$ cat src/rtl/alert_agg_pkg.sv
package alert_agg_pkg;
   typedef enum logic { BANK_A1 = 1'b0, BANK_A2 = 1'b1 } bank_e;
   localparam int unsigned N_BANK = 2;
endpackage

$ cat src/rtl/alert_status_regs.sv
module alert_status_regs #(
   parameter int unsigned N_GRP     = 4,
   parameter int unsigned MASK_W    = 16,
   parameter int unsigned ADDR_W    = 8,
   parameter int unsigned STAT_BASE = 8'h40
) (
   input  logic                      clk,
   input  logic                      rst_n,
   input  logic [N_GRP*MASK_W-1:0]   err_set,
   input  logic                      clr_we,
   input  logic [ADDR_W-1:0]         clr_addr,
   input  logic [MASK_W-1:0]         clr_bits,
   output logic [N_GRP*MASK_W-1:0]   stat_q
);
   localparam logic [ADDR_W-1:0] BASE = ADDR_W'(STAT_BASE);

   logic [ADDR_W-1:0] clr_off;
   logic              clr_hit;
   assign clr_off = clr_addr - BASE;
   assign clr_hit = clr_we && (clr_addr >= BASE) && (clr_off < ADDR_W'(N_GRP));

   for (genvar g = 0; g < N_GRP; g++) begin : g_grp
      logic [MASK_W-1:0] clr_mask;
      assign clr_mask = (clr_hit && clr_off == ADDR_W'(g)) ? clr_bits : '0;
      always_ff @(posedge clk or negedge rst_n) begin
         if (!rst_n)
            stat_q[g*MASK_W +: MASK_W] <= '0;
         else
            stat_q[g*MASK_W +: MASK_W] <= (stat_q[g*MASK_W +: MASK_W] & ~clr_mask)
                                          | err_set[g*MASK_W +: MASK_W];
      end
   end
endmodule

$ cat src/rtl/alert_mask_bank.sv
module alert_mask_bank #(
   parameter int unsigned N_GRP     = 4,
   parameter int unsigned MASK_W    = 16,
   parameter int unsigned ADDR_W    = 8,
   parameter int unsigned STAT_BASE = 8'h40,
   parameter logic [7:0]  CMD       = 8'h1B
) (
   input  logic                      clk,
   input  logic                      rst_n,
   input  logic                      wr_we,
   input  logic [7:0]                wr_cmd,
   input  logic [ADDR_W-1:0]         wr_addr,
   input  logic [MASK_W-1:0]         wr_bits,
   input  logic [N_GRP*MASK_W-1:0]   stat_q,
   output logic [N_GRP*MASK_W-1:0]   mask_q,
   output logic [N_GRP-1:0]          grp_live,
   output logic                      alert_q
);
   localparam logic [ADDR_W-1:0] BASE = ADDR_W'(STAT_BASE);

   logic [ADDR_W-1:0] wr_off;
   logic              wr_hit;
   assign wr_off = wr_addr - BASE;
   assign wr_hit = wr_we && (wr_cmd == CMD) && (wr_addr >= BASE)
                   && (wr_off < ADDR_W'(N_GRP));

   for (genvar g = 0; g < N_GRP; g++) begin : g_word
      always_ff @(posedge clk or negedge rst_n) begin
         if (!rst_n)
            mask_q[g*MASK_W +: MASK_W] <= '1;
         else if (wr_hit && wr_off == ADDR_W'(g))
            mask_q[g*MASK_W +: MASK_W] <= wr_bits;
      end
      assign grp_live[g] = |(stat_q[g*MASK_W +: MASK_W] & ~mask_q[g*MASK_W +: MASK_W]);
   end

   always_ff @(posedge clk or negedge rst_n) begin
      if (!rst_n) alert_q <= 1'b0;
      else        alert_q <= |grp_live;
   end
endmodule

$ cat src/rtl/alert_agg.sv
module alert_agg
   import alert_agg_pkg::*;
#(
   parameter int unsigned N_GRP     = 4,
   parameter int unsigned MASK_W    = 16,
   parameter int unsigned ADDR_W    = 8,
   parameter int unsigned STAT_BASE = 8'h40,
   parameter logic [7:0]  CMD_A1    = 8'h1B,
   parameter logic [7:0]  CMD_A2    = 8'hDF
) (
   input  logic                      clk,
   input  logic                      rst_n,
   input  logic [N_GRP*MASK_W-1:0]   err_set,
   input  logic                      clr_we,
   input  logic [ADDR_W-1:0]         clr_addr,
   input  logic [MASK_W-1:0]         clr_bits,
   input  logic                      mask_we,
   input  logic [7:0]                mask_cmd,
   input  logic [ADDR_W-1:0]         mask_addr,
   input  logic [MASK_W-1:0]         mask_bits,
   input  logic                      rd_we,
   input  logic [7:0]                rd_cmd,
   input  logic [ADDR_W-1:0]         rd_addr,
   output logic [MASK_W-1:0]         rd_mask,
   input  logic                      cfg_we,
   input  logic                      cfg_oe2,
   output logic                      alert1_pd,
   output logic                      alert2_pd,
   output logic [N_GRP-1:0]          summary
);
   localparam logic [ADDR_W-1:0] BASE = ADDR_W'(STAT_BASE);

   initial begin
      assert (N_GRP >= 1 && N_GRP <= 8) else $error("N_GRP out of range");
      assert (STAT_BASE + N_GRP <= (1 << ADDR_W)) else $error("status window exceeds address space");
      assert (CMD_A1 != CMD_A2) else $error("bank commands must differ");
      assert (MASK_W >= 1) else $error("MASK_W must be positive");
   end

   logic [N_GRP*MASK_W-1:0] stat_q;
   logic [N_GRP*MASK_W-1:0] bank_mask [N_BANK];
   logic [N_GRP-1:0]        bank_live [N_BANK];
   logic [N_BANK-1:0]       bank_alert;
   logic                    oe2_q;

   alert_status_regs #(
      .N_GRP(N_GRP), .MASK_W(MASK_W), .ADDR_W(ADDR_W), .STAT_BASE(STAT_BASE)
   ) u_status (
      .clk(clk), .rst_n(rst_n), .err_set(err_set),
      .clr_we(clr_we), .clr_addr(clr_addr), .clr_bits(clr_bits),
      .stat_q(stat_q)
   );

   for (genvar b = 0; b < N_BANK; b++) begin : g_bank
      localparam logic [7:0] BCMD = (b == 0) ? CMD_A1 : CMD_A2;
      alert_mask_bank #(
         .N_GRP(N_GRP), .MASK_W(MASK_W), .ADDR_W(ADDR_W),
         .STAT_BASE(STAT_BASE), .CMD(BCMD)
      ) u_bank (
         .clk(clk), .rst_n(rst_n),
         .wr_we(mask_we), .wr_cmd(mask_cmd), .wr_addr(mask_addr), .wr_bits(mask_bits),
         .stat_q(stat_q), .mask_q(bank_mask[b]), .grp_live(bank_live[b]),
         .alert_q(bank_alert[b])
      );
   end

   assign summary = bank_live[0] | bank_live[1];

   always_ff @(posedge clk or negedge rst_n) begin
      if (!rst_n)      oe2_q <= 1'b0;
      else if (cfg_we) oe2_q <= cfg_oe2;
   end

   assign alert1_pd = bank_alert[0];
   assign alert2_pd = bank_alert[1] & oe2_q;

   // read-back selection
   bank_e             sel_bank;
   logic [ADDR_W-1:0] sel_off;
   logic [ADDR_W-1:0] rd_off;
   logic              rd_cmd_ok;
   logic              rd_hit;
   assign rd_off    = rd_addr - BASE;
   assign rd_cmd_ok = (rd_cmd == CMD_A1) || (rd_cmd == CMD_A2);
   assign rd_hit    = rd_we && rd_cmd_ok && (rd_addr >= BASE) && (rd_off < ADDR_W'(N_GRP));

   always_ff @(posedge clk or negedge rst_n) begin
      if (!rst_n) begin
         sel_bank <= BANK_A1;
         sel_off  <= '0;
      end else if (rd_hit) begin
         sel_bank <= (rd_cmd == CMD_A2) ? BANK_A2 : BANK_A1;
         sel_off  <= rd_off;
      end
   end

   always_comb begin
      rd_mask = '1;
      for (int g = 0; g < N_GRP; g++) begin
         if (sel_off == ADDR_W'(g))
            rd_mask = (sel_bank == BANK_A2) ? bank_mask[1][g*MASK_W +: MASK_W]
                                            : bank_mask[0][g*MASK_W +: MASK_W];
      end
   end
endmodule

$ cat config.mk
export PLATFORM = sky130hd
export DESIGN_NAME = alert_agg
export DESIGN_NICKNAME = d
export VERILOG_FILES = /design/src/rtl/alert_agg_pkg.sv /design/src/rtl/alert_status_regs.sv /design/src/rtl/alert_mask_bank.sv /design/src/rtl/alert_agg.sv
export SDC_FILE = /design/constraint.sdc
export NUM_CORES = 1
export LEC_CHECK = 0
export BUFFER_PORTS_ARGS = -buffer_cell sky130_fd_sc_hd__buf_2
export CORE_MARGIN = 4
export CORE_UTILIZATION = 45
export CTS_BUF_LIST = sky130_fd_sc_hd__clkbuf_4
export CTS_CLUSTER_SIZE = 14
export DETAILED_ROUTE_END_ITERATION = 8
export PLACE_DENSITY = 0.72
export REMOVE_ABC_BUFFERS = 1
export SLEW_MARGIN = 30
export SYNTH_ARGS = -nofsm -noshare
export SYNTH_HDL_FRONTEND = slang
export SYNTH_HIERARCHICAL = 1
export SYNTH_SLANG_ARGS = --single-unit
$ cat constraint.sdc
create_clock -name clk -period 2.7 [get_ports clk]
set_clock_uncertainty 0.1 [all_clocks]
set_input_delay 0.135 -clock clk [delete_from_list [all_inputs] [get_ports clk]]
set_output_delay 0.135 -clock clk [all_outputs]
set_load 0.1 [all_outputs]
==> out/metrics.cfg, run 1 <==
[synthesis]
yosys_warnings = 6
ys_seq_elements = 204
synth-edff-count = 0
netlist_area_um2 = 10580
synthArstFlopShare_pct = 100.0
synth_cells = 843
synth_cell_types = 46
ys.flop_type = dfstp_2
yosysSeqAreaShare_pct = 49.75
syn_area_per_cell_um2 = 12.55

[floorplanning]
die-area_um2 = 26030
die_x_um = 161.4
die_y_um = 161.4
start_util_pct = 46.18
core_area_um2 = 22920
rows = 55
ios = 165

[timing]
worst_pin_slew_ps = 656.7
rsz0062_at_grt = yes
fin_crit_ps = 2717
timing.fmax_mhz = 368.1
slew_headroom_pct = 56.12
finalSetupViolations = 1
hold_slack_ps = 52.99
fin_crit_sh_pct = 100.6
layout_setup_ws_ps = -16.75
hold_viol_final = 0
slew_violations = 0

[clock_tree]
cts_buffers = 55
tritoncts = done
root_buffer = clkbuf_4
htreeDepth = 2
clock_latency_ps = 680
clkTransAtPathRegs_ps = 60
cts.sinks = 204
clock_path_buffers = 3

[global_route]
antenna_found_initial = 1
grt_pass1_vias = 9137
grt_max_degree = 65
grt-ovfl-total = 0
grt_usage_pct = 24.59
grt_pass1_wl_um = 49910

[placement]
io_buffers = 164
place.gp.congestion = 0.9052
dp.cells = 1324
dpl.hpwl_um = 20810
dp_slack_ps = 304.9
place_area_um2 = 11860

[power_and_ir_drop]
p_leak_nw = 5.700
power_mw = 6.361
power_density_nw_per_um2 = 440.8
vdd_drop_max_uv = 250.7

[critical_path]
startpoint = g_bank[0].u_bank/mask_q[60]
cp_cell_sequence = and2b_1 -> a2111oi_4 -> buf_4 -> nand4_1 -> or2_4 -> buf_12
r2r-start = g_bank[1].u_bank/mask_q[63]
cp-end-kind = output pin
critPathMaxStageDelay_ps = 530
crit_path_start_kind = flip-flop
crit_type = reg -> out
critPathMaxFanout = 3
cp.arrival_ps = 2480
slowest_stage = dfstp_2
cp.required_ps = 2470

[run]
max_cap_violations = 0

[detailed_routing]
drt.antenna.violating_nets = 0
post-route-drc-count = 0
vias = 8429
viasPerCell = 5.396
firstDrtPassIters = 5
wl_per_cell_um = 20.62
routed_wl_um = 32210
drt_iter0_drc = 606

[final_layout]
seq_area_um2 = 5269
drive_gt1_share_pct = 51.48
multi_input_area_um2 = 5051
nets = 1346
layout.cells.non_filler = 1562
fin_area_um2 = 14430
syn_to_final_growth_pct = 36.36
fill_cells = 1746

[run_status]
outcome = finished, violations left
violations = negative setup slack

[min_path]
min_from = clr_addr[0]
hp-class = in -> reg

==> critical path, delay by kind of cell (launching register included) <==
| family | cells | cell delay, ps |
|---|---|---|
| DFF | 1 | 530 |
| buffers and inverters | 2 | 340 |
| AOI/OAI and AO/OA | 1 | 320 |
| and+or+nand+nor | 3 | 620 |
==> cells by family after synthesis <==
| group | Yosys count | synth area share, % |
|---|---|---|
| buf+inv | 125 | 5.722 |
| fa+ha+maj | 2 | 0.2364 |
| simple gates | 233 | 14.38 |
| mux | 181 | 22.57 |
| flops | 204 | 49.75 |
| compound gates | 98 | 7.342 |
==> power by group <==
group	internal (mW)	total, mW	switching [mW]
clock network	1.55	2.86	1.31
logic	0.204	0.433	0.229
registers	3.07	3.07	0.00273
==> what timing repair did <==
action / in CTS / in global routing
endpoints found under the hold margin: 312 / 0
endpoints found under the setup margin: 20 / 20
gates resized for setup: 59 / 59
gates cloned: 0 / 1
hold buffers: 122 / 0
pin swaps: 3 / 17
buffers inserted: 1 / 9
==> path summary, 6_finish.rpt <==
kind | to | slack [ps] | cells past startpoint
worst max-delay path | summary[3] | -20 | 6
worst min-delay path | u_status/stat_q[12] | 50 | 4
worst max register to register | g_bank[1].u_bank/alert_q | 580 | 4
worst min register to register | sel_off[2] | 380 | 1
max in group asynchronous | g_bank[1].u_bank/mask_q[59] | 1910 | 3
min in group asynchronous | g_bank[1].u_bank/mask_q[24] | 120 | 2
==> state kept, by name, indices dropped and copies added (netlist names) <==
signal,count
oe2_q,1
sel_off,8
g_bank.u_bank/mask_q,128
u_status/stat_q,64
g_bank.u_bank/alert_q,2
sel_bank,1
==> synth_stat cells, drive strengths merged (6+ instances only) <==
cell type / number / area share (%)
a2111oi: 32 / 3.3
a31oi: 64 / 3.8
and2: 6 / 0.35
and2b: 10 / 0.72
buf: 23 / 2.1
dfrtp: 76 / 18
dfstp: 128 / 32
inv: 100 / 3.5
mux2: 132 / 14
mux2i: 17 / 1.6
mux4: 32 / 6.8
nand2: 17 / 0.60
nand4: 16 / 1.3
nor2: 67 / 2.5
nor2b: 86 / 5.1
nor4b: 6 / 1.3
==> per-stage QoR <==
stage	TNS, ps	utilization (%)
2_1_floorplan	-4136	-
3_3_place_gp	0	51.73
3_5_place_dp	0	51.73
4_1_cts	-54.89	61.32
5_1_grt	-371.9	62.97
6_report	-16.75	62.97
==> cell usage in the layout (no fill, tap or decap), types with 38 or more instances in the layout <==
cell	synthesis	final
a31oi_1	64	64
buf_2	4	143
buf_4	4	38
clkbuf_4	0	86
dfrtp_1	76	75
dfstp_2	128	128
dlygate4sd3_1	0	121
inv_1	100	98
mux2_2	118	118
nor2_1	64	64
nor2b_1	86	85
==> layout make-up <==
cell class / instances / area share [%]
multi-input combinational: 514 / 35.00
tap: 313 / 2.714
timing repair buffer: 326 / 17.97
sequential: 204 / 36.51
clock buffer: 86 / 4.474
clock inverter: 17 / 0.6850
antenna: 2 / 0.03468
inverter: 100 / 2.601
==> layer usage <==
| metal | part of all wire [%] | track usage [%] | up-vias |
|---|---|---|---|
| li1 | - | - | 3787 |
| met1 | 41 | 31.45 | 4228 |
| met2 | 49 | 40.83 | 345 |
| met3 | 6.7 | 5.461 | 69 |
| met4 | 3.1 | 9.771 | 0 |
| met5 | 0 | 0 | - |
No activity file was read; power rests on OpenSTA's default activity.
==> inputs of run 2 (changes only) <==
- SETUP_SLACK_MARGIN: default -> 0.1
==> out/metrics.cfg, run 2 (same netlist as run 1, synthesis figures left out) <==
[critical_path]
critPathMaxFanout = 2  ; -1
critical_path_buf_inv_count = 2  ; unchanged
crit_family = simple AND/OR/NAND/NOR gates
critPathMaxStageDelay_ps = 520  ; about the same
cp.required_ps = 2470  ; about the same
cp.arrival_ps = 2480  ; about the same
crit_type = reg -> out
crit_path_start_kind = flip-flop
cp-end-kind = output pin
slowest_stage = dfstp_2
cp_cell_sequence = and2b_1 -> a2111oi_4 -> buf_4 -> nand4_1 -> or2_4 -> buf_12

[final_layout]
largest_register = g_bank.u_bank/mask_q
nets = 1345  ; -0.074%
final_common_cell = buf_2
final_cell_mix = buf_2 (143), dfstp_2 (128), dlygate4sd3_1 (120), mux2_2 (118), inv_1 (100)
fin_area_um2 = 14510  ; +0.56%
drive_gt1_share_pct = 51.85  ; +0.36 points
top_regs = g_bank.u_bank/mask_q (128), u_status/stat_q (64), sel_off (8)
seq_area_um2 = 5269  ; unchanged
fill_cells = 1758  ; +0.69%
syn_to_final_growth_pct = 37.11
largest_register_ff_count = 128  ; unchanged
multi_input_area_um2 = 4996  ; -1.1%

[timing]
rsz0062_at_grt = yes
slew_violations = 0  ; unchanged
finalSetupViolations = 1  ; unchanged
timing.fmax_mhz = 368.1  ; about the same
fin_crit_sh_pct = 100.6  ; about the same
hold_viol_final = 0  ; unchanged
layout_setup_ws_ps = -16.74  ; +0.01420 ps
worst_pin_slew_ps = 679.9  ; +23.24 ps
fin_crit_ps = 2717  ; -0.01420 ps
finalSetupTns_ps = -16.74  ; +0.01420 ps
slew_headroom_pct = 54.56  ; -1.6 points

[clock_tree]
root_buffer = clkbuf_4
tritoncts = done
clock_latency_ps = 700  ; +20 ps
clock_path_buffers = 3  ; unchanged
clkTransAtPathRegs_ps = 70  ; about the same
cts.sinks = 204  ; unchanged
cts_buffers = 55  ; unchanged
htreeDepth = 2  ; unchanged

[global_route]
grt_max_degree = 65  ; unchanged
antenna_found_initial = 1  ; unchanged
grt_usage_pct = 24.84  ; +0.26 points
grt_pass1_vias = 9174  ; +0.40%
grt-ovfl-total = 0  ; unchanged
grt_pass1_wl_um = 50510  ; +1.2%

[detailed_routing]
wl_met2_um = 16090  ; +2.0%
drt_iter0_drc = 607  ; +0.17%
wl_met3_um = 2130  ; -1.0%
routed_wl_um = 32280  ; +0.21%
vias = 8395  ; -0.40%
drt.antenna.violating_nets = 0  ; unchanged
post-route-drc-count = 0  ; unchanged
viasPerCell = 5.378  ; -0.34%
wl_met1_um = 13220  ; -0.39%
wl_per_cell_um = 20.68  ; +0.28%
highest_layer = met4
firstDrtPassIters = 5  ; unchanged

[run_status]
outcome = finished, violations left
violations = negative setup slack

[placement]
place.gp.congestion = 0.9052  ; unchanged
io_buffers = 164  ; unchanged
dpl.hpwl_um = 20810  ; unchanged
place_area_um2 = 11860  ; unchanged

[power_and_ir_drop]
intPower_mw = 4.822  ; about the same
p_leak_nw = 5.786  ; +1.5%
p_clk_share_pct = 45.0  ; about the same
power_density_nw_per_um2 = 439.5  ; -0.29%
seqPwrFrac_pct = 48.2  ; about the same
vdd_drop_max_uv = 245.8  ; -2.0%
p_sw_share_pct = 24.40  ; +0.21 points
combPwrFrac_pct = 6.8  ; about the same
p_switching_mw = 1.556  ; +1.1%

[floorplanning]
die-area_um2 = 26030  ; unchanged
die_x_um = 161.4  ; unchanged
start_util_pct = 46.18  ; unchanged
ios = 165  ; unchanged
rows = 55  ; unchanged
core_area_um2 = 22920  ; unchanged
die_y_um = 161.4  ; unchanged

[min_path]
hp-class = in -> reg

[run]
max_cap_violations = 0  ; unchanged

==> run 2: metal layers <==
layer	vias up	global-route usage (%)
li1	3773	-
met1	4211	31.86
met2	351	42.41
met3	60	4.925
met4	0	8.220
met5	-	0
==> run 2: layout make-up <==
type,instances,share of cell area [%]
Inverter,100,2.587
Clock buffer,86,4.449
Tap cell,313,2.699
Sequential cell,204,36.31
Antenna cell,2,0.03449
Multi-Input combinational cell,514,34.43
Timing Repair Buffer,325,18.81
Clock inverter,17,0.6812
==> run 2: worst paths after layout <==
check	from	end	slack [ps]	cells after the start
worst min register to register	sel_off[3]	sel_off[3]	390	1
max in group asynchronous	rst_n	g_bank[1].u_bank/mask_q[59]	1940	3
worst max register to register	g_bank[1].u_bank/mask_q[53]	g_bank[1].u_bank/alert_q	610	4
worst min-delay path	clr_addr[1]	u_status/stat_q[22]	30	4
min in group asynchronous	rst_n	g_bank[1].u_bank/mask_q[24]	90	2
worst max-delay path	g_bank[0].u_bank/mask_q[60]	summary[3]	-20	6
==> run 2: stage by stage <==
step	total power, mW	hold slack (ps)	utilization, %	instances	setup WS [ps]
after floorplan	3.190	-260.6	-	818	-258.5
after global placement	3.432	52.81	51.73	1324	349.3
after detailed placement	3.439	49.73	51.73	1324	304.9
after CTS	6.427	2.645	62.47	1557	-14.92
after global routing	6.690	-2.856	63.32	1561	-175.3
final	6.378	33.43	63.32	1561	-16.74
==> run 2: worst register-to-register path, cell delays in order (launching register included) <==
cell	delay [ps]
dfstp_2	540
inv_1	50
a2111oi_2	490
nand4_1	210
or4_1	560
==> run 2: timing repair <==
item                                    in CTS  in global routing
hold endpoints to repair                   312                  0
cloned                                       0                  1
hold buffers                               121                  0
endpoints found under the setup margin      20                 21
pin swaps                                   14                 15
setup buffers                                9                  1
resized for setup                          107                 35
==> run 2: power by group through the flow <==
| stage | combinational (mW) | clock [mW] | sequential, mW |
|---|---|---|---|
| 3_3_place_gp | 0.310 | 0 | 3.12 |
| 5_1_grt | 0.475 | 3.14 | 3.07 |
| 3_5_place_dp | 0.317 | 0 | 3.12 |
| 6_report | 0.432 | 2.87 | 3.07 |
| 2_1_floorplan | 0.0683 | 0 | 3.12 |
| 4_1_cts | 0.427 | 2.93 | 3.07 |
==> inputs of run 3 (changes only) <==
- CORE_UTILIZATION: 45 -> 55
- PLACE_DENSITY: 0.72 -> 0.84
==> out/metrics.cfg, run 3 (same netlist as run 1, synthesis figures left out) <==
[detailed_routing]
routed_wl_um = 36500  ; +13%
drt_iter0_drc = 957  ; +58%
viasPerCell = 5.982  ; +11%
post-route-drc-count = 0  ; unchanged
vias = 8997  ; +7.2%
wl_per_cell_um = 24.27  ; +17%
drt.antenna.violating_nets = 0  ; unchanged
firstDrtPassIters = 4  ; -1

[critical_path]
crit_type = reg -> out
cp-end-kind = output pin
cp.required_ps = 2470  ; about the same
cp.arrival_ps = 2480  ; about the same
critPathMaxFanout = 6  ; +4
crit_path_start_kind = flip-flop
reg2regPathDepth = 8  ; +4

[timing]
finalSetupViolations = 2  ; +1
fin_crit_sh_pct = 100.7  ; about the same
slew_violations = 0  ; unchanged
slew_headroom_pct = 53.26  ; -1.3 points
layout_setup_ws_ps = -18.21  ; -1.468 ps
rsz0062_at_grt = yes
fin_crit_ps = 2718  ; +1.468 ps
timing.fmax_mhz = 367.9  ; about the same
hold_viol_final = 0  ; unchanged
hold_slack_ps = 39.79  ; +6.363 ps
worst_pin_slew_ps = 699.5  ; +19.54 ps

[final_layout]
largest_register = g_bank.u_bank/mask_q
final_common_cell = buf_2
drive_gt1_share_pct = 52.45  ; +0.61 points
largest_register_ff_count = 128  ; unchanged
layout.cells.non_filler = 1504  ; -3.7%
nets = 1346  ; +0.074%
final_cell_mix = buf_2 (143), dfstp_2 (128), mux2_2 (118), dlygate4sd3_1 (117), inv_1 (97)
syn_to_final_growth_pct = 37.94
top_regs = g_bank.u_bank/mask_q (128), u_status/stat_q (64), sel_off (8)

[power_and_ir_drop]
combPwrFrac_pct = 6.8  ; about the same
intPower_mw = 4.925  ; +2.1%
p_leak_nw = 5.823  ; +0.63%
seqPwrFrac_pct = 46.9  ; -1.3 points
vdd_drop_max_uv = 369.4  ; +50%
power_density_nw_per_um2 = 448.4  ; +2.0%
p_sw_share_pct = 24.75  ; +0.36 points
p_switching_mw = 1.620  ; +4.1%
p_clk_share_pct = 46.3  ; +1.3 points

[floorplanning]
start_util_pct = 56.20  ; +10 points
die_y_um = 146.7  ; -9.1%
core_area_um2 = 18830  ; -18%
die_x_um = 146.7  ; -9.1%
die-area_um2 = 21520  ; -17%
rows = 50  ; -9.1%
ios = 165  ; unchanged

[run_status]
violations = negative setup slack
outcome = finished, violations left

[placement]
dpl.hpwl_um = 19930  ; -4.2%
place.gp.congestion = 0.9068  ; +0.18%
io_buffers = 164  ; unchanged
dp.cells = 1265  ; -4.5%

[clock_tree]
root_buffer = clkbuf_4
clock_latency_ps = 690  ; about the same
tritoncts = done
clock_path_buffers = 3  ; unchanged
clkTransAtPathRegs_ps = 60  ; about the same
htreeDepth = 2  ; unchanged
cts.sinks = 204  ; unchanged
cts_buffers = 53  ; -3.6%

[global_route]
grt-ovfl-total = 0  ; unchanged
grt_pass1_vias = 9827  ; +7.1%
antenna_found_initial = 1  ; unchanged
grt_usage_pct = 31.94  ; +7.1 points
grt_max_degree = 58  ; -11%
grt_pass1_wl_um = 53790  ; +6.5%

[min_path]
hp-class = in -> reg
whs_path_depth = 4  ; unchanged

[run]
max_cap_violations = 0  ; unchanged

## run 3: cell types whose count changed in the layout (fill, tap and decap cells not counted), moves of 3 or more
cell,delta
a2111oi_2,-9
inv_2,+4
a2111oi_4,+9
dlygate4sd3_1,-3
buf_4,+4
inv_1,-3
clkinv_2,-4
clkinv_1,-5
## run 3: what timing repair did
item                       4_1_cts  5_1_grt
pin swaps                       21       19
cloned                           2        0
buffers inserted                12       10
setup endpoints to repair       20       22
resized for setup              101       40
hold endpoints to repair       322        0
hold buffers                   118        0
## run 3: cell type report
type                            instances  area (um2)
Sequential cell                       204        5266
Multi-Input combinational cell        514        5111
Clock inverter                          9       86.33
Inverter                              100       375.4
Tap cell                              260       325.3
Timing Repair Buffer                  328        2770
Antenna cell                            1       2.502
Fill cell                            1035        4233
Clock buffer                           88       660.6
## run 3: power by group through the flow
stage	registers, mW	logic, mW	clock network, mW
CTS	3.07	0.424	2.98
finish	3.07	0.442	3.03
detailed placement	3.12	0.313	0
global route	3.07	0.479	3.22
floorplan	3.12	0.0683	0
global placement	3.12	0.304	0
## run 3: path summary, 6_finish.rpt
kind                                     start                     endpoint  slack, ps
setup / recovery                      sel_bank                   rd_mask[9]        -20
min in group asynchronous                rst_n  g_bank[1].u_bank/mask_q[46]        170
max in group asynchronous                rst_n  g_bank[1].u_bank/mask_q[25]       1850
setup reg to reg           u_status/stat_q[10]     g_bank[0].u_bank/alert_q        140
hold / removal                     clr_addr[0]          u_status/stat_q[12]         40
hold reg to reg                     sel_off[3]                   sel_off[3]        410
## run 3: stage by stage
step	setup TNS (ps)	utilization [%]	worst slack (ps)	instance area [um2]	total power [mW]
finish	-28.82	77.52	-18.21	14600	6.545
CTS	-60.84	75.84	-60.84	14280	6.478
detailed placement	0	62.46	301.5	11760	3.435
global route	-445.9	77.52	-98.67	14600	6.774
floorplan	-4136	-	-258.5	10350	3.190
global placement	0	62.46	303.8	11760	3.426
## run 3: worst max-delay path, stage by stage (launching register included)
cell	delay, ps
dfrtp_2	420
buf_12	150
buf_12	130
buf_16	140
mux4_2	450
mux2i_1	170
nand2_1	160
buf_12	200
## run 3: metal layers
layer  global-route usage (%)  share of wire (%)
met1                    38.99                 36
met2                    53.24                 50
met3                    7.372                9.1
met4                    16.46                4.9
met5                        0                  0
